--- src/rtl/wdiv_pkg.sv ---
package wdiv_pkg;

    typedef enum logic [1:0] {
        ST_IDLE = 2'd0,
        ST_RUN  = 2'd1,
        ST_FIN  = 2'd2
    } div_state_e;

    typedef struct packed {
        logic ov_en;
        logic rec_en;
        logic so_in;
        logic neg_q;
        logic special;
    } div_req_t;

    typedef struct packed {
        logic lt;
        logic gt;
        logic eq;
        logic so;
    } cond_t;

    function automatic cond_t make_cond(input logic sign_bit, input logic is_zero,
                                        input logic so_bit);
        cond_t c;
        c.lt = sign_bit;
        c.gt = !sign_bit && !is_zero;
        c.eq = is_zero;
        c.so = so_bit;
        return c;
    endfunction

endpackage

--- src/rtl/wdiv_operand_prep.sv ---
module wdiv_operand_prep #(
    parameter int unsigned W = 32
) (
    input  logic         signed_mode,
    input  logic [W-1:0] num,
    input  logic [W-1:0] den,
    output logic [W-1:0] mag_num,
    output logic [W-1:0] mag_den,
    output logic         negate,
    output logic         den_zero,
    output logic         min_by_neg1
);
    localparam logic [W-1:0] MOST_NEG = {1'b1, {(W-1){1'b0}}};
    localparam logic [W-1:0] ALL_ONES = '1;

    logic num_neg;
    logic den_neg;

    always_comb begin
        num_neg     = signed_mode && num[W-1];
        den_neg     = signed_mode && den[W-1];
        mag_num     = num_neg ? (~num + 1'b1) : num;
        mag_den     = den_neg ? (~den + 1'b1) : den;
        negate      = num_neg ^ den_neg;
        den_zero    = (den == '0);
        min_by_neg1 = signed_mode && (num == MOST_NEG) && (den == ALL_ONES);
    end
endmodule

--- src/rtl/wdiv_iter_core.sv ---
module wdiv_iter_core #(
    parameter int unsigned W = 32
) (
    input  logic         clk,
    input  logic         rst,
    input  logic         load,
    input  logic         step,
    input  logic [W-1:0] mag_num,
    input  logic [W-1:0] mag_den,
    output logic [W-1:0] quo_next,
    output logic         last
);
    localparam int unsigned CNT_W = (W > 1) ? $clog2(W) : 1;
    localparam logic [CNT_W-1:0] LAST_CNT = CNT_W'(W - 1);

    logic [W-1:0]     rem_q;
    logic [W-1:0]     quo_q;
    logic [W-1:0]     den_q;
    logic [CNT_W-1:0] cnt_q;

    logic [W:0]   shifted;
    logic [W:0]   trial;
    logic         fits;
    logic [W-1:0] rem_next;

    always_comb begin
        shifted  = {rem_q, quo_q[W-1]};
        trial    = shifted - {1'b0, den_q};
        fits     = !trial[W];
        rem_next = fits ? trial[W-1:0] : shifted[W-1:0];
        quo_next = {quo_q[W-2:0], fits};
        last     = (cnt_q == LAST_CNT);
    end

    always_ff @(posedge clk) begin
        if (rst) begin
            rem_q <= '0;
            quo_q <= '0;
            den_q <= '0;
            cnt_q <= '0;
        end else if (load) begin
            rem_q <= '0;
            quo_q <= mag_num;
            den_q <= mag_den;
            cnt_q <= '0;
        end else if (step) begin
            rem_q <= rem_next;
            quo_q <= quo_next;
            cnt_q <= cnt_q + 1'b1;
        end
    end
endmodule

--- src/rtl/wdiv_result_flags.sv ---
module wdiv_result_flags
    import wdiv_pkg::*;
#(
    parameter int unsigned   W          = 32,
    parameter logic [W-1:0]  UNDEF_QUOT = '1
) (
    input  div_req_t     req,
    input  logic [W-1:0] raw_quo,
    output logic [W-1:0] quo,
    output logic         ov,
    output logic         so,
    output cond_t        cond
);
    always_comb begin
        if (req.special) begin
            quo = UNDEF_QUOT;
        end else if (req.neg_q) begin
            quo = ~raw_quo + 1'b1;
        end else begin
            quo = raw_quo;
        end
        ov = req.ov_en && req.special;
        so = req.so_in || ov;
        if (req.rec_en) begin
            cond = make_cond(quo[W-1], quo == '0, so);
        end else begin
            cond = '0;
        end
    end
endmodule

--- src/rtl/word_divider.sv ---
module word_divider
    import wdiv_pkg::*;
#(
    parameter int unsigned  W          = 32,
    parameter logic [W-1:0] UNDEF_QUOT = '1
) (
    input  logic         clk,
    input  logic         rst,
    input  logic         start,
    input  logic         signed_mode,
    input  logic [W-1:0] dividend,
    input  logic [W-1:0] divisor,
    input  logic         ov_en,
    input  logic         rec_en,
    input  logic         so_in,
    output logic         done,
    output logic [W-1:0] quotient,
    output logic         ov_out,
    output logic         so_out,
    output logic [3:0]   cond
);
    div_state_e state_q, state_d;
    div_req_t   cur_req, req_q, sel_req;

    logic         idle;
    logic         accept;
    logic         step;
    logic         fin_load;

    logic [W-1:0] mag_num, mag_den;
    logic         negate, den_zero, min_by_neg1;
    logic [W-1:0] core_quo_next;
    logic         core_last;

    logic [W-1:0] res_quo;
    logic         res_ov, res_so;
    cond_t        res_cond;

    logic [W-1:0] quo_q;
    logic         ov_q, so_q;
    cond_t        cond_q;

    wdiv_operand_prep #(.W(W)) u_prep (
        .signed_mode (signed_mode),
        .num         (dividend),
        .den         (divisor),
        .mag_num     (mag_num),
        .mag_den     (mag_den),
        .negate      (negate),
        .den_zero    (den_zero),
        .min_by_neg1 (min_by_neg1)
    );

    always_comb begin
        idle            = (state_q == ST_IDLE);
        accept          = start && idle;
        step            = (state_q == ST_RUN);
        cur_req.ov_en   = ov_en;
        cur_req.rec_en  = rec_en;
        cur_req.so_in   = so_in;
        cur_req.neg_q   = negate;
        cur_req.special = den_zero || min_by_neg1;
        sel_req         = idle ? cur_req : req_q;
        fin_load        = (accept && cur_req.special) || (step && core_last);
    end

    wdiv_iter_core #(.W(W)) u_core (
        .clk      (clk),
        .rst      (rst),
        .load     (accept),
        .step     (step),
        .mag_num  (mag_num),
        .mag_den  (mag_den),
        .quo_next (core_quo_next),
        .last     (core_last)
    );

    wdiv_result_flags #(.W(W), .UNDEF_QUOT(UNDEF_QUOT)) u_flags (
        .req     (sel_req),
        .raw_quo (core_quo_next),
        .quo     (res_quo),
        .ov      (res_ov),
        .so      (res_so),
        .cond    (res_cond)
    );

    always_comb begin
        state_d = state_q;
        unique case (state_q)
            ST_IDLE: if (accept) state_d = cur_req.special ? ST_FIN : ST_RUN;
            ST_RUN:  if (core_last) state_d = ST_FIN;
            ST_FIN:  state_d = ST_IDLE;
            default: state_d = ST_IDLE;
        endcase
    end

    always_ff @(posedge clk) begin
        if (rst) begin
            state_q <= ST_IDLE;
            req_q   <= '0;
            quo_q   <= '0;
            ov_q    <= 1'b0;
            so_q    <= 1'b0;
            cond_q  <= '0;
        end else begin
            state_q <= state_d;
            if (accept) begin
                req_q <= cur_req;
            end
            if (fin_load) begin
                quo_q  <= res_quo;
                ov_q   <= res_ov;
                so_q   <= res_so;
                cond_q <= res_cond;
            end
        end
    end

    always_comb begin
        done     = (state_q == ST_FIN);
        quotient = quo_q;
        ov_out   = ov_q;
        so_out   = so_q;
        cond     = cond_q;
    end
endmodule

--- config.mk ---
export PLATFORM = sky130hd
export DESIGN_NAME = word_divider
export DESIGN_NICKNAME = d
export VERILOG_FILES = /design/src/rtl/wdiv_pkg.sv /design/src/rtl/wdiv_operand_prep.sv /design/src/rtl/wdiv_iter_core.sv /design/src/rtl/wdiv_result_flags.sv /design/src/rtl/word_divider.sv
export SDC_FILE = /design/constraint.sdc
export NUM_CORES = 1
export LEC_CHECK = 0
export BUFFER_PORTS_ARGS = -buffer_cell sky130_fd_sc_hd__buf_2
export CORE_UTILIZATION = 60
export CTS_CLUSTER_SIZE = 14
export DETAILED_ROUTE_END_ITERATION = 10
export PLACE_DENSITY = 0.81
export SLEW_MARGIN = 15
export SYNTH_ARGS = -nofsm -noshare
export SYNTH_HDL_FRONTEND = slang
export SYNTH_SLANG_ARGS = --single-unit
export TNS_END_PERCENT = 50
--- constraint.sdc ---
create_clock -name clk -period 12.2 [get_ports clk]
set_input_delay 1.22 -clock clk [delete_from_list [all_inputs] [get_ports clk]]
set_output_delay 1.22 -clock clk [all_outputs]
set_load 0.005 [all_outputs]
# [Yosys cells after proc, flatten, opt, wreduce, memory -nomap -nowiden]
# Index checks and enable logic that the tools add are counted.
[classes] add_sub_neg=5 eq_ne=7 n_mux=13 bitwise_logic=4 n_reduce_logical=21
[op_table] operator="two-way mux 32 bit" count=7
[op_table] operator="adder 32 x 1 -> 32 bit (second input constant)" count=3
[op_table] operator="NOT 32 bit" count=3
[op_table] operator="equality test 32 bit (second input constant)" count=2
[op_table] operator="zero test 32 bit" count=2
[op_table] operator="subtractor 33 x 32 -> 33 bit" count=1
[op_table] operator="logical AND 1 bit" count=9
[op_table] operator="two-way mux 2 bit" count=3
[op_table] operator="adder 5 x 1 -> 5 bit (second input constant)" count=1
[op_table] operator="equality test 5 bit (second input constant)" count=1
[op_table] operator="two-way mux 5 bit" count=1
[op_table] operator="two-way mux 4 bit" count=1
[op_table] operator="inequality test 2 x 1 -> 1 bit (second input constant)" count=2
[op_table] operator="one-hot mux 2 bit (2 select lines)" count=1
[op_table] operator="zero test 1 bit" count=3
[op_table] operator="logical OR 1 bit" count=3
[op_table] operator="equality test 2 x 1 -> 1 bit (second input constant)" count=1
[op_table] operator="equality test 2 bit (second input constant)" count=1
[op_table] operator="zero test 2 bit" count=1
[op_table] operator="AND reduction 2 bit" count=1
[op_table] operator="nonzero test 2 bit" count=1
[op_table] operator="OR reduction 2 bit" count=1
[op_table] operator="bitwise XOR 1 bit" count=1
[totals] register_bits=146 in_bits=71

# [Depth between registers and ports, before layout]
[depth] ltp_word=11 ltp_mapped=25

# [Modules after synthesis]
# From an unflattened synthesis, not the netlist that was laid out.
[unflattened] cells_unflattened=1473 area_unflattened_um2=11907.7
[by_module_without_submodules] module="wdiv_iter_core" n_inst=1 cells_each=734 area_per_inst_um2=6082.1
[by_module_without_submodules] module="word_divider" n_inst=1 cells_each=311 area_per_inst_um2=2902.8
[by_module_without_submodules] module="wdiv_operand_prep" n_inst=1 cells_each=229 area_per_inst_um2=1594.0
[by_module_without_submodules] module="wdiv_result_flags" n_inst=1 cells_each=199 area_per_inst_um2=1328.8

# [Least setup slack after synthesis]
# OpenSTA, ideal clock, no wires.
[synth_path] path_type="register -> register" from="reg u_core.quo_q[31]" to="reg cond_q (netlist bit cond[2])" setup_ns=0.133 arrival_time_ns=5.226 required_ns=12.067 setup_slack_ns=6.841 path_stages_with_launch=26 path_cell_list="dfxtp_1 -> inv_1 -> ha_1 -> fa_1 -> nand2b_1 -> a21oi_1 -> nor3_2 -> or3_4 -> and2_4 -> buf_6 -> xnor2_1 -> inv_2 -> clkbuf_1 -> ha_1 -> or4b_1 -> buf_2 -> nor2_1 -> nand3_1 -> or2_1 -> mux2_2 -> a32oi_1 -> nor4_1 -> and4b_1 -> nand4_1 -> nor4b_2 -> o32ai_1"
[synth_between] elab_chain_len=10 elab_cells_between_ends=11
[synth_lines] element="from (decl)" line_no="wdiv_iter_core.sv:17" source="logic [W-1:0] quo_q;"
[synth_lines] element="from (signal assigned)" line_no="wdiv_iter_core.sv:43" source="quo_q <= mag_num;"
[synth_lines] element="from (signal assigned)" line_no="wdiv_iter_core.sv:48" source="quo_q <= quo_next;"
[synth_lines] element="subtractor 33 x 32 -> 33 bit *" line_no="wdiv_iter_core.sv:28" source="trial = shifted - {1'b0, den_q};"
[synth_lines] element="zero test 1 bit *" line_no="wdiv_iter_core.sv:29" source="fits = !trial[W];"
[synth_lines] element="NOT 32 bit" line_no="wdiv_result_flags.sv:18" source="quo = ~raw_quo + 1'b1;"
[synth_lines] element="adder 32 x 1 -> 32 bit" line_no="wdiv_result_flags.sv:18"
[synth_lines] element="two-way mux 32 bit *" line_no="wdiv_result_flags.sv:17" source="end else if (req.neg_q) begin"
[synth_lines] element="two-way mux 32 bit *" line_no="wdiv_result_flags.sv:15" source="if (req.special) begin"
[synth_lines] element="zero test 32 bit" line_no="wdiv_result_flags.sv:25" source="cond = make_cond(quo[W-1], quo == '0, so);"
[synth_lines] element="zero test 1 bit" line_no="wdiv_pkg.sv:28" source="c.gt = !sign_bit && !is_zero;"
[synth_lines] element="logical AND 1 bit *" line_no="wdiv_pkg.sv:28"
[synth_lines] element="two-way mux 4 bit *" line_no="wdiv_result_flags.sv:24" source="if (req.rec_en) begin"
[synth_lines] element="to (signal assigned)" line_no="word_divider.sv:114" source="cond_q <= res_cond;"
[synth_lines] element="to (decl)" line_no="word_divider.sv:41" source="cond_t cond_q;"
# Every way passes the cells marked *; elsewhere a longest branch is shown, timed or not.
# A chain may end at the register's enable or synchronous reset.

# [Final worst setup path]
# Ends and elaborated chain as after synthesis.

==> flow_summary.ini <==
[outcome]
status = finished, final reports clean

[critical_path]
critPathArrivalTime_ns = 6.45
crit_fanout = 50
required_ns = 12.49
startpoint_type = flip-flop
end_kind = flip-flop
crit_top_cell = ha_1
cpLargestDelayFamily = simple AND/OR/NAND/NOR gates
crit_chain = inv_1 > ha_1 > fa_1 > nand2b_1 > a21oi_1 > nor3_2 > or3_4 > and2_4 > xnor2_1 > inv_2 > ha_1 > or4b_1 > nor2_1 > nand3_1 > or2_1 > mux2_2 > a32oi_1 > nor4_1 > and4b_1 > nand4_1 > nor4b_2 > o32ai_1
crit_type = reg2reg
slowest_stage = inv_2
max_stage_delay_ns = 0.63
critical_path_buf_inv_count = 2

[place]
io_buffer_count = 109
gp_congestion = 0.947
dp_hpwl_um = 20100
pre_cts_slack_ns = 6.13

[synth]
yosys_warnings = 0
synth_nets = 1435
avgSynthCellArea_um2 = 7.51
synth_seq_cells = 146
synth-edff-count = 0
syn_inst = 1325
ys.flop_type = dfxtp_1
ys_types = 78
netlist_area_um2 = 9950
async_flop_share_pct = 0
ys_seq_area_share_pct = 29.4

[timing]
drv_slew = 0
relSlewSlack_pct = 23.2
fin_crit_sh_pct = 50.5
fin_skew_ns = 0.00957
rsz0062_at_grt = no
layout_setup_ws_ns = 6.04
fmax_mhz = 162
min_period_ns = 6.16
finalSetupTns_ns = 0
hold_viol_final = 0
worst_pin_slew_ns = 1.15
finalSetupViolCount = 0

[detailed_routing]
vias = 10100
vias_per_cell = 6.32
final_antenna_net_count = 0
firstDrtPassIters = 6
initialDrtViolationCount = 979
drcViolationCount = 0
wl_um = 28200
post_drt_wl_per_cell_um = 17.6

[clock_network]
cts_sinks = 146
root_buffer = clkbuf_16
cts_hold_buffers = 0
cts-resized-gates = 0
numCtsBuffers = 17
clk_latency_ns = 0.43
cts_tree = built
clock_tree.buffer_depth = 2
cts_setup_buffers = 0
h-tree-depth = 4
clkTransAtPathRegs_ns = 0.06

[min_path]
hp-class = reg2reg

[finish]
final_common_cell = nor2_1
drive_above_1_share_pct = 12.5
syn_to_final_growth_pct = 11.3
final_util_pct = 68.9
nets = 1486
fillerInstances = 1352
n_antenna_cell = 0
most-common-layout-cells = 158 x nor2_1, 146 x dfxtp_1, 132 x nand2_1, 127 x a21oi_1, 108 x buf_2

[global_route]
grt_pass1_wl_um = 45000
antenna_found_initial = 0
grt_max_degree = 76
grt_overflow = 0
grt_usage_pct = 33.9
grt_pass1_vias = 9068

[power]
leakagePower_nw = 4.41
power_density_nw_per_um2 = 141
vdd_drop_max_v = 0.000122

[floorplan]
boundaryPins = 110
initial_core_util_pct = 61.9
die_area_um2 = 17100
die_w_um = 131
rows = 46
design.core.area_um2 = 16100
fp.dieH_um = 131

[run]
drv_cap = 0
[logic make-up after synthesis]
logic type	count (synthesis)	share of synthesized area, %
AOI/OAI and AO/OA	402	26.3
DFF	146	29.4
xor gates and xnor gates	103	9.07
adders and majority gates	39	4.98
muxes	10	1.02
buffers and inverters	141	5.81
and+or+nand+nor	484	23.4
[layout make-up]
type | count | area, µm² | share of cell area (%)
well taps | 216 | 270 | 2.44
clock buffers | 23 | 468 | 4.23
multi-input cells | 1038 | 6460 | 58.3
inverters | 55 | 206 | 1.87
clock inverters | 8 | 129 | 1.16
repair buffers | 118 | 616 | 5.56
flip-flops and latches | 146 | 2920 | 26.4
[registers in the layout, summed over array words and instances, names as in the netlist]
name and flops:
ov_out 1, req_q 5, u_core.rem_q 32, cond 4, state_q 2, so_out 1, u_core.cnt_q 5, u_core.quo_q 32
quotient 32, u_core.den_q 32
[metrics by stage]
stage	hold WS (ns)	instance area, µm²	power, W	instances
2_1_floorplan	0.432	9950	0.000907	1325
3_3_place_gp	0.439	10500	0.00101	1573
3_5_place_dp	0.445	10500	0.00102	1573
4_1_cts	0.453	11100	0.00155	1604
5_1_grt	0.476	11100	0.00164	1604
6_report	0.453	11100	0.00156	1604
[path summary, 6_finish.rpt]
path	from	endpoint	slack (ns)	cells past startpoint
worst max-delay path	u_core.quo_q[31]	cond[2]	6.04	22
worst min-delay path	u_core.den_q[31]	u_core.den_q[31]	0.45	2
worst max register to register	u_core.quo_q[31]	cond[2]	6.04	22
worst min register to register	u_core.den_q[31]	u_core.den_q[31]	0.45	2
[worst register-to-register path, delay by kind of cell, from the launching register on]
kind,cells,cell delay [ns]
multiplexers,1,0.23
flip-flops,1,0.33
adder cells (fa/ha/maj),3,0.97
buffers and inverters,2,0.69
AND/OR/NAND/NOR,12,3.18
AO/OA/AOI/OAI,3,0.47
XOR/XNOR,1,0.15
[where the power goes]
group	total, W	internal (W)	switching [W]
clock network	0.000533	0.000332	0.000202
registers	0.000539	0.000505	0.0000347
logic	0.000486	0.000183	0.000303
[Yosys cell counts (19+ instances only)]
cell	instances	area, µm²
o21ai_0	56	280
inv_1	54	203
clkbuf_1	66	248
a311oi_1	25	219
nor2_1	158	593
nand2_1	132	495
xnor2_1	53	464
ha_1	38	475
a22oi_1	29	218
dfxtp_1	146	2920
a21oi_1	128	641
a211oi_1	52	390
nand3_1	19	95.1
or3_1	20	125
nor3_1	44	220
xor2_1	50	438
nand4_1	19	119
[per-layer routing]
metal	track usage (%)	routed length (µm)
met5	0	0
met4	13.3	720
met3	8.14	2830
met2	51.6	12400
met1	46.1	12300
Power figures use the tool's default switching activity.
